<file path="src/rtl/mbirq_pkg.sv">
package mbirq_pkg;

    localparam int MBI_NUM_BUF = 64;
    localparam int MBI_REG_W   = 32;

    typedef enum logic {
        BUS_IDLE  = 1'b0,
        BUS_RDATA = 1'b1
    } bus_state_e;

endpackage

</file>
<file path="src/rtl/mbirq_flag_word.sv">
module mbirq_flag_word #(
    parameter int REG_W = 32
) (
    input  logic             clk,
    input  logic             rst_n,
    input  logic [REG_W-1:0] done,
    input  logic             clr_we,
    input  logic             mask_we,
    input  logic [REG_W-1:0] wdata,
    output logic [REG_W-1:0] flag_q,
    output logic [REG_W-1:0] mask_q,
    output logic             any_irq
);

    logic [REG_W-1:0] clr_bits;

    always_comb begin
        clr_bits = clr_we ? wdata : '0;
    end

    // set term is ORed last so a pulse beats a same-cycle clear
    always_ff @(posedge clk or negedge rst_n) begin
        if (!rst_n) begin
            flag_q <= '0;
        end else begin
            flag_q <= (flag_q & ~clr_bits) | done;
        end
    end

    always_ff @(posedge clk or negedge rst_n) begin
        if (!rst_n) begin
            mask_q <= '0;
        end else if (mask_we) begin
            mask_q <= wdata;
        end
    end

    always_comb begin
        any_irq = |(flag_q & mask_q);
    end

endmodule

</file>
<file path="src/rtl/mbirq_bus_fsm.sv">
module mbirq_bus_fsm
    import mbirq_pkg::*;
#(
    parameter int REG_W     = 32,
    parameter int NUM_WORDS = 2,
    parameter int ADDR_W    = 2
) (
    input  logic                       clk,
    input  logic                       rst_n,
    input  logic                       bus_valid,
    input  logic                       bus_write,
    input  logic [ADDR_W-1:0]          bus_addr,
    input  logic [NUM_WORDS*REG_W-1:0] flag_flat,
    input  logic [NUM_WORDS*REG_W-1:0] mask_flat,
    output logic [NUM_WORDS-1:0]       flag_we,
    output logic [NUM_WORDS-1:0]       mask_we,
    output logic                       rvalid,
    output logic [REG_W-1:0]           rdata
);

    localparam int WIDX_W = ADDR_W - 1;

    bus_state_e        state_q, state_d;
    logic              rd_req, wr_req, sel_mask;
    logic [WIDX_W-1:0] sel_word;
    logic [REG_W-1:0]  rd_word;
    logic [REG_W-1:0]  rdata_q;

    always_comb begin
        rd_req   = bus_valid & ~bus_write;
        wr_req   = bus_valid &  bus_write;
        sel_mask = bus_addr[ADDR_W-1];
        sel_word = bus_addr[WIDX_W-1:0];
        rd_word  = sel_mask ? mask_flat[sel_word*REG_W +: REG_W]
                            : flag_flat[sel_word*REG_W +: REG_W];
    end

    for (genvar w = 0; w < NUM_WORDS; w++) begin : g_strobe
        always_comb begin
            flag_we[w] = wr_req & ~sel_mask & (sel_word == WIDX_W'(w));
            mask_we[w] = wr_req &  sel_mask & (sel_word == WIDX_W'(w));
        end
    end

    always_comb begin
        state_d = state_q;
        unique case (state_q)
            BUS_IDLE:  if (rd_req) state_d = BUS_RDATA;
            BUS_RDATA: state_d = rd_req ? BUS_RDATA : BUS_IDLE;
            default:   state_d = BUS_IDLE;
        endcase
    end

    always_ff @(posedge clk or negedge rst_n) begin
        if (!rst_n) begin
            state_q <= BUS_IDLE;
            rdata_q <= '0;
        end else begin
            state_q <= state_d;
            rdata_q <= rd_req ? rd_word : '0;
        end
    end

    always_comb begin
        rvalid = 1'b0;
        rdata  = '0;
        unique case (state_q)
            BUS_IDLE:  ;
            BUS_RDATA: begin
                rvalid = 1'b1;
                rdata  = rdata_q;
            end
            default:   ;
        endcase
    end

endmodule

</file>
<file path="src/rtl/mb_irq_bank.sv">
module mb_irq_bank
    import mbirq_pkg::*;
#(
    parameter int NUM_BUF = MBI_NUM_BUF,
    parameter int REG_W   = MBI_REG_W
) (
    input  logic                                 clk,
    input  logic                                 rst_n,
    input  logic                                 bus_valid,
    input  logic                                 bus_write,
    input  logic [$clog2(NUM_BUF/REG_W):0]       bus_addr,
    input  logic [REG_W-1:0]                     bus_wdata,
    output logic                                 bus_rvalid,
    output logic [REG_W-1:0]                     bus_rdata,
    input  logic [NUM_BUF-1:0]                   done_pulse,
    input  logic [NUM_BUF-1:0]                   buf_is_tx,
    input  logic                                 abort_en,
    output logic                                 irq,
    output logic [NUM_BUF-1:0]                   wr_block
);

    localparam int NUM_WORDS = NUM_BUF / REG_W;
    localparam int ADDR_W    = $clog2(NUM_WORDS) + 1;

    logic [NUM_BUF-1:0]   flag_all;
    logic [NUM_BUF-1:0]   mask_all;
    logic [NUM_WORDS-1:0] word_irq;
    logic [NUM_WORDS-1:0] flag_we;
    logic [NUM_WORDS-1:0] mask_we;
    logic                 irq_q;

    mbirq_bus_fsm #(
        .REG_W     (REG_W),
        .NUM_WORDS (NUM_WORDS),
        .ADDR_W    (ADDR_W)
    ) u_bus (
        .clk       (clk),
        .rst_n     (rst_n),
        .bus_valid (bus_valid),
        .bus_write (bus_write),
        .bus_addr  (bus_addr),
        .flag_flat (flag_all),
        .mask_flat (mask_all),
        .flag_we   (flag_we),
        .mask_we   (mask_we),
        .rvalid    (bus_rvalid),
        .rdata     (bus_rdata)
    );

    for (genvar w = 0; w < NUM_WORDS; w++) begin : g_word
        mbirq_flag_word #(
            .REG_W (REG_W)
        ) u_word (
            .clk     (clk),
            .rst_n   (rst_n),
            .done    (done_pulse[w*REG_W +: REG_W]),
            .clr_we  (flag_we[w]),
            .mask_we (mask_we[w]),
            .wdata   (bus_wdata),
            .flag_q  (flag_all[w*REG_W +: REG_W]),
            .mask_q  (mask_all[w*REG_W +: REG_W]),
            .any_irq (word_irq[w])
        );
    end

    always_ff @(posedge clk or negedge rst_n) begin
        if (!rst_n) begin
            irq_q <= 1'b0;
        end else begin
            irq_q <= |word_irq;
        end
    end

    always_comb begin
        irq      = irq_q;
        wr_block = {NUM_BUF{abort_en}} & buf_is_tx & flag_all;
    end

endmodule

</file>
<file path="config.mk">
export PLATFORM = sky130hd
export DESIGN_NAME = mb_irq_bank
export DESIGN_NICKNAME = d
export VERILOG_FILES = /design/src/rtl/mbirq_pkg.sv /design/src/rtl/mbirq_flag_word.sv /design/src/rtl/mbirq_bus_fsm.sv /design/src/rtl/mb_irq_bank.sv
export SDC_FILE = /design/constraint.sdc
export NUM_CORES = 1
export LEC_CHECK = 0
export ABC_AREA = 1
export BUFFER_PORTS_ARGS = -buffer_cell sky130_fd_sc_hd__buf_2
export CAP_MARGIN = 5
export CORE_UTILIZATION = 51
export DETAILED_ROUTE_END_ITERATION = 16
export PLACE_DENSITY = 0.79
export REMOVE_ABC_BUFFERS = 1
export SLEW_MARGIN = 20
export SYNTH_ARGS = -nofsm -noshare
export SYNTH_HDL_FRONTEND = slang
export SYNTH_SLANG_ARGS = --single-unit
</file>
<file path="constraint.sdc">
create_clock -name clk -period 1 [get_ports clk]
set_input_delay 0.2 -clock clk [delete_from_list [all_inputs] [get_ports clk]]
set_output_delay 0.2 -clock clk [all_outputs]
set_load 0.01 [all_outputs]
</file>
==> results.md <==
STA:
- The number of max-slew violations in the final report is 0.
- For the finished layout, the period the worst path requires is 1.54 ns.
- The top achievable clock speed is 651 MHz.
- The slew at the pin with the worst max-slew slack is 0.401 ns.
- The final worst-path setup slack is -0.536 ns.
- The final number of setup-violating endpoints is 117.
- The worst-case headroom to the max-slew limit is 0.733.
- The fraction of the cycle the final worst path needs is 1.54.
- The final hold violation count is 0.
- Setup repair after global routing could not meet its margin everywhere.
- The final setup skew is 0.00999 ns.

Synth:
- The fraction of registers with async set or reset after synthesis is 1.00.
- By count the netlist is led by sky130_fd_sc_hd__nand2_1, sky130_fd_sc_hd__dfrtp_1, sky130_fd_sc_hd__inv_1.
- The post-synthesis register bit count is 162.
- Summed over all instances, the cell type with the most area after synthesis is sky130_fd_sc_hd__dfrtp_1.
- Counting distinct cell types in the post-synthesis netlist gives 18.
- The proportion of synthesized chip area in sequential cells is 0.494.
- In this run the cell area of the synthesized design comes to 0.00821 mm2.
- Among all cell types in the netlist, the one instantiated most often is sky130_fd_sc_hd__nand2_1.
- The number of enable flip-flop cells after synthesis is 0.
- Averaged over all synthesized cells, the footprint is 7.83 um2.
- Synthesis produced 1,049 cells.
- The count of warnings emitted by yosys is 0.
- The share of the synthesized area in the top cell type is 0.494.
- The most used flip-flop cell after synthesis is sky130_fd_sc_hd__dfrtp_1.
- In the post-synthesis netlist, the biggest area contributors are sky130_fd_sc_hd__dfrtp_1, sky130_fd_sc_hd__nand2_1, sky130_fd_sc_hd__inv_1.

Global route:
- For this run, the total global-route usage over all layers was measured as 0.363.
- The number of global-route vias before repair came to 9,703.
- The first global-routing pass estimated 46,100 um of wire.
- For this run the aggregate overflow at the end of global routing stands at 0.
- The maximum number of pins on one net before global-route repair is 44.
- The initial antenna violation count is 1.

Worst setup path:
- Broken down by cell family, the worst path's largest delay share belongs to flip-flops.
- At the worst endpoint, the arrival time is 1.34 ns.
- The cell type of the slowest stage on the worst timing path is sky130_fd_sc_hd__dfrtp_2.
- STA puts the critical path data required time at 0.80 ns.
- Walking the worst path, the cells encountered are buf_6 -> nand2_1 -> inv_1 -> buf_2.
- Along the worst path, the maximum fanout reaches 11.
- The nature of the critical path endpoint is a primary output.
- The longest individual stage delay on the worst path is 0.45 ns.
- The number of buffers and inverters on the critical path is 3.
- The critical path startpoint category is a flop.
- The critical path in this run is classified as reg2out.

Floorplan:
- The core area is 0.0158 mm2.
- The area enclosed by the die boundary is 0.0166 mm2.
- The number of placement rows is 46.
- For this configuration, the core starts out at a cell density of 0.521.
- 265 I/O pins were placed.
- The width of the die is 129 um.
- The height of the die is 129 um.

Place:
- The setup slack after placement is -0.357 ns.
- The wire-length estimate of the detail-placed layout is 17,300 um.
- Once placement completed, the tool counted placed cells totaling 1,624.
- The global placement routability congestion is 0.847.
- The count of buffers from port buffering is 264.

Cells and area:
- The area growth from synthesis to layout is 65.2%.
- The area taken by flip-flops and latches is 0.00406 mm2.
- The multi-input combinational cells in the finished layout cover a total of 0.00385 mm2.
- Of the cells placed in the final design, the portion with a size suffix greater than 1 is 0.465.
- The final non-filler cell total is 1,792.
- The number of filler cells placed in the layout is 759.
- The number of nets in the final layout is 1,730.
- Measured on the finished design, the core utilization comes to 0.860.

Power:
- The maximum resistive drop on vdd is 1.27 mV.
- The design draws 18.8 mW.
- Dividing total power by cell area gives a power density of 1390 mW/mm2.
- Summed over all cells, the static leakage comes to 7.64 nW.

Outcome:
- The final reports fail on setup timing.
- The run finished, with violations left.

Routing:
- The number of vias per cell after detailed routing is 5.60.
- In this run the remaining antenna-violating nets after routing total 0.
- After detailed routing, the number of remaining DRC violations is 0.
- In the final routed layout, each cell accounts on average for 19.0 um.
- Detailed routing inserted a total of 10,028 vias.
- The routed design has 34,000 um of wire.
- Before antenna repair, the detailed router went through 8 iterations.
- The detailed router's first-iteration violation count is 1,040.

CTS:
- The clock passes through at most 2 buffers.
- The clock-pin slew reported for the worst setup and hold paths after clock tree synthesis is 0.06 ns.
- CTS built an H-tree with a depth of 4.
- The clock latency on the worst-skew pair is 0.43 ns.
- The cell sitting at the root of the clock tree is a sky130_fd_sc_hd__clkbuf_16.
- TritonCTS built the clock tree.
- The CTS sink count is 162.
- The number of clock buffers added by TritonCTS is 17.

Hold path:
- The min-delay analysis places its worst path in the category in2reg.

Flow run:
- The reported max-cap violation count is 0.
## where the power goes
part	leakage [nW]	switching, mW	internal, mW
registers	1.83	0.439	7.17
clock network	0.278	2.74	3.85
logic	5.54	2.41	2.20
total	7.64	5.59	13.2
## worst register-to-register path, delay by kind of cell (launching register included)
family	cells	cell delay (ns)
DFF	1	0.43
and+or+nand+nor	6	0.63
buffers and inverters	1	0.17
## cell families after synthesis
group,Yosys count,share of synthesized area
flip-flops,162,0.494
AND/OR/NAND/NOR,402,0.190
AO/OA/AOI/OAI,288,0.210
buffers and inverters,197,0.106
## sequential cells by signal, summed over array words and instances, names as in the netlist
signal / count
irq: 1
u_bus.state_q: 1
g_word.u_word.flag_q: 64
u_bus.rdata_q: 32
g_word.u_word.mask_q: 64
## through the flow
step	setup TNS, ns	hold WS (ns)	cell area (um2)
floorplan	-110.00	-0.0956	7890
global placement	-39.24	0.0688	10800
detailed placement	-44.17	0.0684	10800
CTS	-38.11	0.000204	12800
global route	-46.56	0.00302	13600
finish	-41.36	0.00577	13600
## final cells by class
class                           instances  share of cell area
Multi-Input combinational cell        690               0.284
Clock inverter                          9             0.00784
Antenna cell                            1            0.000185
Sequential cell                       162               0.299
Inverter                              146              0.0431
Tap cell                              216              0.0199
Timing Repair Buffer                  546               0.311
Clock buffer                           22              0.0350
## cells in the final DEF, fill, tap and decap left out, types with 3 or more instances in the layout
cell type | synthesis | routed
sky130_fd_sc_hd__o21ai_1 | 33 | 71
sky130_fd_sc_hd__nor2_1 | 139 | 110
sky130_fd_sc_hd__dfrtp_1 | 162 | 161
sky130_fd_sc_hd__nor2_4 | 0 | 10
sky130_fd_sc_hd__nor2_2 | 0 | 19
sky130_fd_sc_hd__inv_2 | 3 | 13
sky130_fd_sc_hd__clkbuf_8 | 0 | 3
sky130_fd_sc_hd__a21oi_2 | 0 | 36
sky130_fd_sc_hd__clkinv_2 | 0 | 4
sky130_fd_sc_hd__buf_6 | 16 | 95
sky130_fd_sc_hd__o21bai_1 | 64 | 63
sky130_fd_sc_hd__buf_4 | 0 | 122
sky130_fd_sc_hd__a21oi_1 | 96 | 60
sky130_fd_sc_hd__buf_12 | 0 | 17
sky130_fd_sc_hd__clkinvlp_4 | 0 | 3
sky130_fd_sc_hd__nand2_2 | 0 | 73
sky130_fd_sc_hd__clkbuf_16 | 0 | 17
sky130_fd_sc_hd__o21ai_0 | 63 | 23
sky130_fd_sc_hd__nand2_1 | 249 | 162
sky130_fd_sc_hd__o21ai_2 | 32 | 34
sky130_fd_sc_hd__nand4_1 | 10 | 10
sky130_fd_sc_hd__inv_1 | 143 | 118
sky130_fd_sc_hd__buf_2 | 9 | 248
sky130_fd_sc_hd__inv_4 | 0 | 14
sky130_fd_sc_hd__nand2_4 | 2 | 16
sky130_fd_sc_hd__dlygate4sd3_1 | 0 | 63
## timing repair
action / 4_1_cts / 5_1_grt
buffers inserted: 44 / 37
setup endpoints to repair: 103 / 144
resized for setup: 149 / 209
hold endpoints to repair: 224 / 0
pin swaps: 11 / 71
hold buffers: 63 / 0
## worst paths after layout
| kind | slack, ns | cells after the start | end | from |
|---|---|---|---|---|
| setup / recovery | -0.54 | 4 | bus_rdata[0] | u_bus.state_q |
| hold / removal | 0.006 | 2 | g_word[1].u_word.flag_q[20] | done_pulse[52] |
| setup reg to reg | -0.34 | 7 | irq | g_word[1].u_word.flag_q[14] |
| hold reg to reg | 0.51 | 2 | g_word[1].u_word.mask_q[18] | g_word[1].u_word.mask_q[18] |
| max in group asynchronous | 0.27 | 3 | u_bus.rdata_q[5] | rst_n |
| min in group asynchronous | 0.21 | 2 | g_word[1].u_word.mask_q[8] | rst_n |
## metal layers
metal  vias to the layer above  wire length [um]  global-route usage
met4                         0              1870               0.205
met5                         -                 0                   0
met2                       718             17300               0.642
met1                      4775             11900               0.416
met3                       200              2850              0.0611
li1                       4335                 -                   -
(Power assumes the default switching activity.)
